[src/rtl/irq_thr_pkg.sv]
package irq_thr_pkg;
  localparam int CAUSE_W = 31;
  localparam int ADDR_W  = 3;

  typedef enum logic [ADDR_W-1:0] {
    RA_CAUSE    = 3'd0,
    RA_MASK_SET = 3'd1,
    RA_MASK_CLR = 3'd2,
    RA_AUTOMASK = 3'd3,
    RA_INTERVAL = 3'd4,
    RA_CTRL     = 3'd5
  } reg_addr_e;
endpackage

[src/rtl/irq_cfg_regs.sv]
module irq_cfg_regs
  import irq_thr_pkg::*;
#(
  parameter int ITR_W = 16
) (
  input  logic               clk,
  input  logic               rst_n,
  input  logic               wr_en,
  input  logic [ADDR_W-1:0]  addr,
  input  logic [CAUSE_W-1:0] wdata,
  input  logic               strip,
  output logic [CAUSE_W-1:0] mask_q,
  output logic [CAUSE_W-1:0] mask_nxt,
  output logic [CAUSE_W-1:0] iam_q,
  output logic [ITR_W-1:0]   itr_q,
  output logic               ame_q
);
  logic set_we, clr_we, iam_we, itr_we, ctl_we;

  always_comb begin
    set_we = wr_en && (addr == RA_MASK_SET);
    clr_we = wr_en && (addr == RA_MASK_CLR);
    iam_we = wr_en && (addr == RA_AUTOMASK);
    itr_we = wr_en && (addr == RA_INTERVAL);
    ctl_we = wr_en && (addr == RA_CTRL);
    mask_nxt = mask_q;
    if (strip)  mask_nxt = mask_nxt & ~iam_q;
    if (set_we) mask_nxt = mask_nxt | wdata;
    if (clr_we) mask_nxt = mask_nxt & ~wdata;
  end

  always_ff @(posedge clk or negedge rst_n) begin
    if (!rst_n) begin
      mask_q <= '0;
      iam_q  <= '0;
      itr_q  <= '0;
      ame_q  <= 1'b0;
    end else begin
      mask_q <= mask_nxt;
      if (iam_we) iam_q <= wdata;
      if (itr_we) itr_q <= wdata[ITR_W-1:0];
      if (ctl_we) ame_q <= wdata[0];
    end
  end

  AST_MASK_RISE_BY_SET: assert property (@(posedge clk) disable iff (!rst_n)
    ((mask_q & ~$past(mask_q) & ~($past(set_we) ? $past(wdata) : '0)) == '0));

  AST_MASK_DROP_SOURCE: assert property (@(posedge clk) disable iff (!rst_n)
    ((~mask_q & $past(mask_q) & ~($past(strip) ? $past(iam_q) : '0)
      & ~($past(clr_we) ? $past(wdata) : '0)) == '0));
endmodule

[src/rtl/irq_throttle_timer.sv]
module irq_throttle_timer #(
  parameter int ITR_W = 16
) (
  input  logic             clk,
  input  logic             rst_n,
  input  logic             ns_tick,
  input  logic             arm,
  input  logic             cancel,
  input  logic [ITR_W-1:0] interval,
  output logic             expire,
  output logic             running
);
  localparam int CNT_W = ITR_W + 8;

  logic [CNT_W-1:0] cnt_q, cnt_d;
  logic             run_q, run_d;

  always_comb begin
    expire = run_q && ns_tick && (cnt_q == CNT_W'(1));
    run_d  = run_q;
    cnt_d  = cnt_q;
    if (cancel || expire) begin
      run_d = 1'b0;
    end else if (run_q && ns_tick) begin
      cnt_d = cnt_q - CNT_W'(1);
    end else if (arm && !run_q && (interval != '0)) begin
      run_d = 1'b1;
      cnt_d = {interval, 8'h00};
    end
  end

  always_ff @(posedge clk or negedge rst_n) begin
    if (!rst_n) begin
      run_q <= 1'b0;
      cnt_q <= '0;
    end else begin
      run_q <= run_d;
      cnt_q <= cnt_d;
    end
  end

  assign running = run_q;

  AST_TMR_NONZERO: assert property (@(posedge clk) disable iff (!rst_n)
    run_q |-> (cnt_q != '0));

  AST_TMR_TICK_ONLY: assert property (@(posedge clk) disable iff (!rst_n)
    (run_q && $past(run_q) && !$past(ns_tick)) |-> (cnt_q == $past(cnt_q)));
endmodule

[src/rtl/irq_throttle_unit.sv]
module irq_throttle_unit
  import irq_thr_pkg::*;
#(
  parameter int ITR_W = 16
) (
  input  logic               clk,
  input  logic               rst_n,
  input  logic [CAUSE_W-1:0] evt_post,
  input  logic               evt_now,
  input  logic               ns_tick,
  input  logic               reg_wr,
  input  logic               reg_rd,
  input  logic [ADDR_W-1:0]  reg_addr,
  input  logic [31:0]        reg_wdata,
  output logic [31:0]        reg_rdata,
  output logic               irq_o
);
  logic [CAUSE_W-1:0] cause_q, cause_d, cause_ack, fresh;
  logic [CAUSE_W-1:0] mask_q, mask_nxt, iam_q;
  logic [ITR_W-1:0]   itr_q;
  logic               ame_q, line_q, line_d;
  logic               cause_rd, cause_wr, strip, rd_clear;
  logic               pend_old, any_d, now_req, fire;
  logic               tmr_expire, tmr_run, tmr_arm, tmr_cancel;

  irq_cfg_regs #(.ITR_W(ITR_W)) u_cfg (
    .clk(clk), .rst_n(rst_n), .wr_en(reg_wr), .addr(reg_addr),
    .wdata(reg_wdata[CAUSE_W-1:0]), .strip(strip),
    .mask_q(mask_q), .mask_nxt(mask_nxt), .iam_q(iam_q),
    .itr_q(itr_q), .ame_q(ame_q)
  );

  irq_throttle_timer #(.ITR_W(ITR_W)) u_tmr (
    .clk(clk), .rst_n(rst_n), .ns_tick(ns_tick), .arm(tmr_arm),
    .cancel(tmr_cancel), .interval(itr_q), .expire(tmr_expire),
    .running(tmr_run)
  );

  always_comb begin
    cause_rd = reg_rd && (reg_addr == RA_CAUSE);
    cause_wr = reg_wr && (reg_addr == RA_CAUSE);
    strip    = ame_q && ((cause_rd && line_q) || cause_wr);
    rd_clear = cause_rd && (line_q || (mask_q == '0));
    cause_ack = rd_clear ? '0 : cause_q;
    if (cause_wr) cause_ack = cause_ack & ~reg_wdata[CAUSE_W-1:0];
    fresh    = evt_post & ~cause_ack;
    pend_old = |(cause_ack & mask_nxt);
    cause_d  = cause_ack | evt_post;
    any_d    = |(cause_d & mask_nxt);
    now_req  = (|(fresh & mask_nxt)) && !pend_old && evt_now;
    fire     = any_d && ((itr_q == '0) || now_req || tmr_expire);
    line_d   = any_d && (line_q || fire);
    tmr_cancel = !any_d || fire;
    tmr_arm    = any_d && !line_d;
  end

  always_ff @(posedge clk or negedge rst_n) begin
    if (!rst_n) begin
      cause_q <= '0;
      line_q  <= 1'b0;
    end else begin
      cause_q <= cause_d;
      line_q  <= line_d;
    end
  end

  always_comb begin
    unique case (reg_addr)
      RA_CAUSE:                 reg_rdata = {line_q, cause_q};
      RA_MASK_SET, RA_MASK_CLR: reg_rdata = {1'b0, mask_q};
      RA_AUTOMASK:              reg_rdata = {1'b0, iam_q};
      RA_INTERVAL:              reg_rdata = {{(32-ITR_W){1'b0}}, itr_q};
      RA_CTRL:                  reg_rdata = {31'd0, ame_q};
      default:                  reg_rdata = '0;
    endcase
  end

  assign irq_o = line_q;

  AST_LINE_NEEDS_CAUSE: assert property (@(posedge clk) disable iff (!rst_n)
    line_q |-> (|(cause_q & mask_q)));

  AST_CAUSE_ONLY_POSTED: assert property (@(posedge clk) disable iff (!rst_n)
    ((cause_q & ~$past(cause_q) & ~$past(evt_post)) == '0));

  AST_LINE_RISE_REASON: assert property (@(posedge clk) disable iff (!rst_n)
    $rose(line_q) |-> $past((itr_q == '0) || tmr_expire || now_req));

  AST_W1C_CLEARS: assert property (@(posedge clk) disable iff (!rst_n)
    $past(cause_wr) |->
      ((cause_q & $past(reg_wdata[CAUSE_W-1:0]) & ~$past(evt_post)) == '0));

  AST_TIMER_IDLE_WHEN_UP: assert property (@(posedge clk) disable iff (!rst_n)
    line_q |-> !tmr_run);
endmodule

[config.mk]
export PLATFORM = sky130hd
export DESIGN_NAME = irq_throttle_unit
export DESIGN_NICKNAME = d
export VERILOG_FILES = /design/src/rtl/irq_thr_pkg.sv /design/src/rtl/irq_cfg_regs.sv /design/src/rtl/irq_throttle_timer.sv /design/src/rtl/irq_throttle_unit.sv
export SDC_FILE = /design/constraint.sdc
export NUM_CORES = 1
export LEC_CHECK = 0
export BUFFER_PORTS_ARGS = -buffer_cell sky130_fd_sc_hd__buf_2
export CELL_PAD_IN_SITES_DETAIL_PLACEMENT = 1
export CELL_PAD_IN_SITES_GLOBAL_PLACEMENT = 1
export CORE_MARGIN = 5
export CORE_UTILIZATION = 40
export DETAILED_ROUTE_END_ITERATION = 16
export PLACE_DENSITY_LB_ADDON = 0.1
export SYNTH_ARGS = -nofsm -noshare
export SYNTH_HDL_FRONTEND = slang
export SYNTH_SLANG_ARGS = --single-unit
[constraint.sdc]
create_clock -name clk -period 3.4 [get_ports clk]
set_clock_uncertainty 0.1 [all_clocks]
set_input_delay 0.68 -clock clk [delete_from_list [all_inputs] [get_ports clk]]
set_output_delay 0.68 -clock clk [all_outputs]
set_load 0.005 [all_outputs]
==> flow_summary.yaml, run 1 <==
drt:
  drc: 0
  ant_nets: 0
  drt-total-wl_um: 47600
  vias: 10600
  drt_iter0_markers: 1142
  wire_per_inst_um: 29.3
  drt_first_pass_iters: 7
  vias_per_cell: 6.51
worst_setup_path:
  endpoint_kind: "register"
  worstRegToRegCells: 15
  startpoint_type: "register"
  reg2reg_from: "u_cfg.mask_q[1]"
  crit_fanout: 13
  crit_type: "register to register"
  cp.arrival_ns: 4.22
  reg2reg_slack_ns: -0.61
  worstPathRequired_ns: 3.61
  r2r-end: "u_tmr.cnt_q[19]"
final_layout:
  area_delta_synth_final_pct: 55.5
  fin_util_pct: 63.2
  final_cell_mix: "259 x buf_4, 135 x dfrtp_1, 111 x nand2_1"
  fill_cells: 2411
  layout_commonest_cell: "buf_4"
  nets: 1415
  final-instance-count-excl-fill: 1628
  drive_above_1_share_pct: 44.3
  diodes: 0
yosys:
  synth_nets: 1050
  synth_top_family_by_area: "compound AO/OA/AOI/OAI gates"
  synth_xor_area_share_pct: 0.205
  ys_warn_count: 0
  syn_area_um2: 8550
  seq_area_frac_synth_pct: 39.8
  ys_types: 68
  synthSimpleGateAreaFrac_pct: 16.6
  synth.area.mux_share_pct: 5.84
  synthAdderAreaFrac_pct: 0.293
  synth-compound-area-share_pct: 31.5
  synth_flop_cell: "dfrtp_1"
  ys_async_sr_fraction_pct: 100
  ys_ff_latch: 136
  synth_area_per_cell_um2: 8.76
  synthCells: 976
  synth-edff-count: 0
power_and_ir_drop:
  seqPwrFrac_pct: 35.1
  ir_drop_mv: 0.313
  internal-power_mw: 4.33
  sw_frac_of_total_pct: 38.6
  powerDensity_nw_per_um2: 531
  p_leak_nw: 5.87
  pwr-share-clk_pct: 25.4
  comb_power_share_pct: 39.5
  p_sw_mw: 2.72
clocking:
  clk_pin_slew_worst_paths_ns: 0.07
  h-tree-depth: 4
  tritoncts: "done"
  clk_latency_ns: 0.43
  cts_buffer_depth: 2
  numClockSinks: 136
  numCtsBuffers: 17
  ctsHoldBuffers: 0
  cts-root-buf: "clkbuf_16"
worst_hold_path:
  hold_path.class: "input port to async pin"
placed_design:
  placedCellCount: 1543
  port-buffer-count: 103
  post-dp-hpwl_um: 31000
  gp_congestion: 1.00
grt:
  first_global_vias: 11100
  grt_pass1_wl_um: 68600
  grt_usage_pct: 37.1
  grt_max_degree: 63
  overflow: 0
  grt_antenna_before_repair: 2
timing:
  rsz0062_at_grt: "yes"
  worst_pin_slew_ns: 0.802
  finalMaxSlewViolations: 0
  max_freq_mhz: 250
  period_minus_slack_ns: 4.01
  fin_ws_ns: -0.608
  setup_viol: 26
  maxSlewHeadroom_pct: 46.5
  period_share_pct: 118
  finalHoldViolCount: 0
flow_run:
  drv_cap: 0
die:
  pin_count: 105
  rows: 53
  start_util_pct: 40.7
  core_um2: 21000
  die_x_um: 156
  die_h_um: 156
  die_area_um2: 24400
run_status:
  violations: "setup timing"
  run_status: "complete, but fails checks"
==> Yosys cell counts, types with 4 or more instances <==
cell       instances  area (um2)
nor4_1            15        93.8
o22a_1            15         131
mux2_2            39         439
a211oi_1           8        60.1
nand2b_1           4        25.0
nand2_1          111         417
a21boi_0          54         405
a31oi_1           14        87.6
nor3_1            13        65.1
a21oi_1           62         310
nand3_1           21         105
inv_1             56         210
o211a_1            4        40.0
mux2i_1            6        60.1
nand4_1           20         125
o22ai_1           15        93.8
a22oi_1           38         285
o211ai_1          25         188
nor2_1            69         259
nand3b_1           6        45.0
and2_1             5        31.3
o31ai_1           45         338
o21ai_0           35         175
buf_1              5        18.8
a2111oi_0         12         105
clkbuf_1          48         180
dfrtp_1          136        3400
a222oi_1          15         150
or3_1              7        43.8
buf_2              9        45.0
==> per-stage QoR <==
step | total power [mW] | hold slack, ns | setup TNS [ns] | cell area, um2 | setup slack, ns
2_1_floorplan | 3.37 | 0.284 | -1.68 | 8590 | -0.105
5_1_grt | 7.30 | 0.178 | -17.95 | 13300 | -0.754
4_1_cts | 6.75 | 0.174 | -6.23 | 12900 | -0.290
3_5_place_dp | 4.66 | 0.401 | -26.53 | 11300 | -1.10
6_report | 7.05 | 0.146 | -13.52 | 13300 | -0.608
3_3_place_gp | 4.58 | 0.390 | -25.66 | 11300 | -1.05
==> worst max-delay path by stage <==
stage / cells after the start / slack, ns / start / end
2_1_floorplan: 13 / -0.11 / reg_addr[1] / u_tmr.cnt_q[20]
3_3_place_gp: 16 / -1.05 / reg_addr[1] / u_tmr.cnt_q[4]
3_5_place_dp: 16 / -1.10 / reg_addr[1] / u_tmr.cnt_q[4]
4_1_cts: 15 / -0.29 / reg_addr[2] / u_tmr.cnt_q[6]
5_1_grt: 15 / -0.75 / u_cfg.mask_q[2] / u_tmr.cnt_q[13]
6_report: 15 / -0.61 / u_cfg.mask_q[1] / u_tmr.cnt_q[19]
==> power groups by stage <==
| stage | Sequential, mW | Combinational, mW | Clock, mW |
|---|---|---|---|
| global placement | 2.42 | 2.16 | 0 |
| detailed placement | 2.44 | 2.22 | 0 |
| finish | 2.48 | 2.79 | 1.79 |
| global route | 2.51 | 2.92 | 1.86 |
| floorplan | 2.30 | 1.07 | 0 |
| CTS | 2.43 | 2.53 | 1.80 |
==> registers in the layout, summed over array words and instances, names as in the netlist <==
| signal | cells |
|---|---|
| u_tmr.cnt_q | 24 |
| u_cfg.ame_q | 1 |
| u_tmr.running | 1 |
| irq_o | 1 |
| u_cfg.itr_q | 16 |
| cause_q | 31 |
| u_cfg.mask_q | 31 |
| u_cfg.iam_q | 31 |
==> repair_timing <==
item	CTS	global route
pin swaps	29	34
endpoints found under the hold margin	0	0
endpoints found under the setup margin	26	26
cloned	12	0
gates resized for setup	147	68
setup buffers	36	13
==> metal layers <==
layer / vias up / share of wire [%] / global-route usage (%) / wire length (um)
met5: - / 0.042 / 0 / 20
met4: 4 / 5.3 / 19.3 / 2520
met3: 170 / 8.8 / 9.26 / 4210
met2: 637 / 46 / 58.2 / 22100
met1: 5321 / 39 / 47.4 / 18800
li1: 4465 / - / - / -
==> critical path: stages (launching register included) <==
cell       delay (ns)
dfrtp_1          0.43
nor4_2           0.33
buf_4            0.17
nand4_1          0.15
buf_4            0.26
o211ai_1         0.24
nand3b_1         0.21
a2111oi_2        0.55
buf_4            0.19
nand4_1          0.20
o21bai_2         0.28
o21bai_4         0.23
buf_12           0.18
buf_16           0.13
o21bai_4         0.06
o211a_1          0.16
==> logic make-up after synthesis <==
logic type / count (synthesis)
buffers and inverters: 121
muxes: 45
AOI/OAI and AO/OA: 375
and+or+nand+nor: 295
xor gates and xnor gates: 2
DFF: 136
adders and majority gates: 2
==> cell type report <==
cell class                      count  area [um2]  share of cell area (%)
Timing Repair Buffer              410        3410                    25.6
Sequential cell                   136        3400                    25.6
Clock inverter                     12         105                   0.791
Clock buffer                       19         433                    3.26
Inverter                           56         210                    1.58
Tap cell                          275         344                    2.59
Multi-Input combinational cell    720        5380                    40.5
Power figures use the tool's default switching activity.
==> inputs of run 2 (changes only) <==
Settings changed: BUFFER_PORTS_ARGS -buffer_cell sky130_fd_sc_hd__buf_2 to not set, CORE_UTILIZATION 40 to 44, DONT_BUFFER_PORTS set to 1.
==> run 2 against run 1 <==
Net effect: the flow finishes with violations (hold timing, setup timing); worst setup slack better by 0.13 ns; cell count is 8.3% lower; core utilization is 1.9 points higher; critical path depth is 1 higher; routed wire length is 4.0% lower; final area is 5.6% lower; die area is 8.5% lower; fmax is 3.2% higher; non-clock buffer count is 125 lower; largest cell class unchanged; largest power group unchanged; highest routed layer unchanged.
==> flow_summary.yaml, run 2 (synthesis gave the netlist of run 1 again) <==
placed_design:
  post-dp-hpwl_um: 30000
  gp_congestion: 1.01
  dp_slack_ns: -0.735
  port-buffer-count: 0
drt:
  ant_nets: 0
  drt_first_pass_iters: 8
  drt-total-wl_um: 45700
  vias_per_cell: 6.85
  vias: 10200
  drc: 0
  drt_iter0_markers: 963
  wire_per_inst_um: 30.6
worst_setup_path:
  critPathTopFamily: "compound AO/OA/AOI/OAI gates"
  critPathSlowestCell: "a2111oi_2"
  reg2reg_slack_ns: -0.48
  crit_fanout: 8
  startpoint_type: "register"
  cp_num_buf_inv: 6
  r2r-end: "u_tmr.cnt_q[13]"
  slowest_delay_ns: 0.46
  endpoint_kind: "register"
  cp.arrival_ns: 4.09
  worstRegToRegCells: 16
  worstPathRequired_ns: 3.61
  reg2reg_from: "u_cfg.mask_q[5]"
  worstPathCellList: "nor4_1, buf_4, nand4_1, buf_6, buf_12, buf_8, o211ai_1, a21boi_1, a2111oi_2, nand4_1, o21bai_1, o21bai_4, buf_12, clkbuf_16, a21oi_1, o22a_1"
  crit_type: "register to register"
run_status:
  run_status: "complete, but fails checks"
  violations: "hold timing, setup timing"
timing:
  rsz0062_at_grt: "yes"
  whs_ns: -0.165
  worst_pin_slew_ns: 0.773
  finalHoldViolCount: 136
  maxSlewHeadroom_pct: 48.3
  fin_tns_setup_ns: -10.41
  max_freq_mhz: 258
  setup_viol: 26
  period_share_pct: 114
  fin_ws_ns: -0.482
  period_minus_slack_ns: 3.88
  finalMaxSlewViolations: 0
final_layout:
  diodes: 0
  nets: 1289
  layout_commonest_cell: "buf_4"
  final_cell_mix: "251 x buf_4, 132 x dfrtp_1, 109 x nand2_1"
  drive_above_1_share_pct: 40.4
  area_delta_synth_final_pct: 46.8
  reg.largest.list: "cause_q: 31 flops, u_cfg.iam_q: 31 flops, u_cfg.mask_q: 31 flops"
power_and_ir_drop:
  sw_frac_of_total_pct: 38.5
  p_sw_mw: 2.69
  power_mw: 6.99
  comb_power_share_pct: 37.9
  pwr-share-clk_pct: 26.1
  p_leak_nw: 5.29
  powerDensity_nw_per_um2: 557
  ir_drop_mv: 0.353
  seqPwrFrac_pct: 36.0
  internal-power_mw: 4.30
worst_hold_path:
  hold_path.class: "input port to async pin"
clocking:
  h-tree-depth: 4
  numCtsBuffers: 17
  cts_buffer_depth: 2
  clk_pin_slew_worst_paths_ns: 0.07
  numClockSinks: 136
  clk_latency_ns: 0.43
  cts-root-buf: "clkbuf_16"
  tritoncts: "done"
grt:
  grt_max_degree: 137
  grtUsageMet3_pct: 10.5
  use_met2_pct: 63.1
  met1_usage_pct: 46.7
  first_global_vias: 10400
  grt_pass1_wl_um: 64200
  grt_busiest_layer: "met2"
  overflow: 0
  grt_usage_pct: 38.2
  grt_antenna_before_repair: 1
die:
  die_h_um: 149
  core_um2: 19300
  die_area_um2: 22300
  rows: 51
  start_util_pct: 44.3
  pin_count: 105
  die_x_um: 149
flow_run:
  drv_cap: 0
## run 2: changes by cell type in the layout (fill, tap and decap cells not counted), sizes merged
cell and change:
bufbuf -1, or4b -1, buf -127, clkbuf +2
inv +1, clkinvlp +1
## run 2: metrics by stage
stage | hold WS (ns) | cell area, um2 | cells | util [%]
after global routing | -0.185 | 12500 | 1493 | 65.1
after detailed placement | 0.287 | 10600 | 1416 | 55.1
final | -0.165 | 12500 | 1493 | 65.1
after floorplan | 0.284 | 8590 | 976 | -
after CTS | -0.175 | 11700 | 1468 | 60.8
after global placement | 0.288 | 10600 | 1416 | 55.1
## run 2: power groups by stage
stage	clock network, mW	registers (mW)	logic, mW
2_1_floorplan	0	2.30	1.07
3_3_place_gp	0	2.42	1.93
3_5_place_dp	0	2.45	2.00
4_1_cts	1.83	2.44	2.22
5_1_grt	1.91	2.54	2.77
6_report	1.83	2.52	2.65
## run 2: worst max-delay path by stage
stage | slack [ns] | endpoint | from | cells after the start
6_report | -0.48 | u_tmr.cnt_q[13] | u_cfg.mask_q[5] | 16
5_1_grt | -0.55 | u_tmr.cnt_q[13] | u_cfg.mask_q[5] | 16
4_1_cts | -0.32 | u_tmr.cnt_q[15] | u_cfg.ame_q | 12
3_5_place_dp | -0.73 | u_tmr.cnt_q[6] | reg_addr[1] | 13
3_3_place_gp | -0.89 | u_tmr.cnt_q[18] | reg_addr[1] | 13
2_1_floorplan | -0.11 | u_tmr.cnt_q[20] | reg_addr[1] | 13
## run 2: final cells by class
cell class / count / area, um2
Tap cell: 265 / 332
Fill cell: 2134 / 6730
Timing Repair Buffer: 285 / 2450
Sequential cell: 136 / 3410
Multi-Input combinational cell: 719 / 5590
Clock inverter: 14 / 125
Inverter: 56 / 210
Clock buffer: 18 / 429
## run 2: what timing repair did
action / 4_1_cts / 5_1_grt
pin swaps: 9 / 69
cloned: 3 / 3
hold endpoints to repair: 136 / 136
gates resized for setup: 78 / 149
endpoints found under the setup margin: 26 / 26
buffers inserted: 17 / 27
## run 2: layer usage
metal / vias to the layer above / wire (um) / part of all wire [%]
met5: - / 7 / 0.015
met4: 2 / 2710 / 5.9
met3: 224 / 4480 / 9.8
met2: 675 / 21600 / 47
met1: 5153 / 16900 / 37
li1: 4176 / - / -
==> inputs of run 3 (changes only) <==
Settings changed: CORE_UTILIZATION 44 to 53.
Clock period 3.4 ns to 4.8 ns, I/O delays scaled along.
==> run 3 against run 2 <==
Net effect: the run now ends clean; critical endpoint is now u_tmr.cnt_q[23]; sequential power decreased by 30%; largest cell class unchanged; clock power fell by 22%; critical path depth shrank 2; cell count is 19% lower.
==> flow_summary.yaml, run 3 (synthesis gave the netlist of run 1 again) <==
run_status:
  run_status: "finished, final reports clean"
drt:
  drt_first_pass_iters: 6
  ant_nets: 0
  drt-total-wl_um: 37700
  vias_per_cell: 7.38
  vias: 8911
  wire_per_inst_um: 31.2
  drc: 0
  drt_iter0_markers: 1232
timing:
  rsz0062_at_grt: "no"
  finalMaxSlewViolations: 0
  setup_viol: 0
  maxSlewHeadroom_pct: 22.6
  max_freq_mhz: 222
  period_share_pct: 93.8
  worst_pin_slew_ns: 1.16
  fin_tns_setup_ns: 0
  finalHoldViolCount: 0
  whs_ns: 0.105
  fin_ws_ns: 0.300
  period_minus_slack_ns: 4.50
clocking:
  postCtsSetupBuffers: 0
  cts-root-buf: "clkbuf_16"
  clk_latency_ns: 0.44
  numClockSinks: 136
  cts_buffer_depth: 2
  numCtsBuffers: 17
  tritoncts: "done"
  ctsResizeCount: 0
  h-tree-depth: 4
  clk_pin_slew_worst_paths_ns: 0.07
  ctsHoldBuffers: 0
worst_setup_path:
  worstRegToRegCells: 14
  endpoint: "u_tmr.cnt_q[23]"
  reg2reg_slack_ns: 0.30
  crit_fanout: 23
  endpoint_kind: "register"
  cp.arrival_ns: 4.72
  worstPathRequired_ns: 5.02
  startpoint_type: "register"
  crit_type: "register to register"
  r2r-end: "u_tmr.cnt_q[23]"
  reg2reg_from: "u_cfg.mask_q[3]"
  startpoint: "u_cfg.mask_q[3]"
flow_run:
  drv_cap: 0
final_layout:
  drive_above_1_share_pct: 13.7
  layout_commonest_cell: "dfrtp_1"
  nets: 1054
  reg.largest.list: "cause_q: 31 flops, u_cfg.iam_q: 31 flops, u_cfg.mask_q: 31 flops"
  final_cell_mix: "136 x dfrtp_1, 111 x nand2_1, 68 x nor2_1"
  area_delta_synth_final_pct: 12.5
  diodes: 0
placed_design:
  port-buffer-count: 0
  gp_congestion: 1.02
  dp_slack_ns: 0.220
  post-dp-hpwl_um: 26300
power_and_ir_drop:
  p_leak_nw: 3.93
  power_mw: 4.33
  ir_drop_mv: 0.297
  powerDensity_nw_per_um2: 451
die:
  start_util_pct: 54.0
  pin_count: 105
  die_h_um: 137
  core_um2: 15800
  die_x_um: 137
  rows: 46
  die_area_um2: 18800
grt:
  grt_antenna_before_repair: 0
  overflow: 0
  grt_usage_pct: 40.8
  grt_pass1_wl_um: 57000
  first_global_vias: 9261
  grt_max_degree: 137
worst_hold_path:
  hold_path.class: "input port to async pin"
run 3: changes by cell type in the layout (fill, tap and decap cells not counted), moves of 11 or more:
| cell | change |
|---|---|
| a22oi_2 | -25 |
| a2111oi_0 | +12 |
| buf_12 | -12 |
| a21boi_0 | +20 |
| a21boi_1 | -15 |
| o21ai_0 | +13 |
| buf_6 | -14 |
| a21oi_2 | -11 |
| a22oi_1 | +25 |
| buf_4 | -203 |
| a21oi_1 | +14 |
| o31ai_1 | +21 |
| o31ai_4 | -14 |
run 3: layout make-up:
type                            count  area (um2)
Fill cell                        1839        6220
Multi-Input combinational cell    719        4700
Sequential cell                   136        3400
Clock buffer                       20         457
Timing Repair Buffer               50         400
Tap cell                          216         270
Inverter                           56         210
Clock inverter                     11         171
run 3: worst max-delay path, cell delays in order (launching register included):
cell	delay, ns
dfrtp_1	0.43
nor4_1	0.57
nand4_1	0.42
buf_4	0.38
o211ai_1	0.31
a21boi_0	0.24
a2111oi_0	0.55
buf_4	0.23
nand4_1	0.07
buf_4	0.17
o21bai_1	0.18
o21bai_2	0.19
buf_4	0.21
a21oi_1	0.09
a21bo_1	0.24
run 3: worst min-delay path by stage:
| stage | from | to | slack, ns |
|---|---|---|---|
| after floorplan | u_tmr.cnt_q[7] | u_tmr.cnt_q[7] | 0.36 |
| after global placement | u_tmr.cnt_q[7] | u_tmr.cnt_q[7] | 0.38 |
| after detailed placement | u_cfg.iam_q[7] | u_cfg.iam_q[7] | 0.40 |
| after CTS | rst_n | u_cfg.iam_q[17] | 0.1 |
| after global routing | rst_n | u_cfg.iam_q[17] | 0.09 |
| final | rst_n | u_cfg.iam_q[17] | 0.11 |
run 3: report_power, final:
group	internal [mW]	switching, mW	total [mW]	leakage (nW)
sequential	1.43	0.344	1.77	1.56
clock	0.895	0.540	1.43	0.302
combinational	0.470	0.659	1.13	2.07
run 3: per-layer routing:
| layer | up-vias | GRT usage (%) | share of wire, % | wire length [um] |
|---|---|---|---|---|
| li1 | 3709 | - | - | - |
| met1 | 4435 | 51.2 | 38 | 14200 |
| met2 | 643 | 63.8 | 46 | 17300 |
| met3 | 124 | 14.4 | 12 | 4500 |
| met4 | 0 | 17.5 | 4.4 | 1660 |
| met5 | - | 0 | 0 | 0 |
run 3: per-stage QoR:
| step | cells | utilization (%) | area, um2 |
|---|---|---|---|
| after global placement | 1177 | 56.8 | 8980 |
| after detailed placement | 1177 | 56.8 | 8980 |
| after CTS | 1208 | 60.7 | 9610 |
| final | 1208 | 60.7 | 9610 |
| after floorplan | 976 | - | 8550 |
| after global routing | 1208 | 60.7 | 9610 |
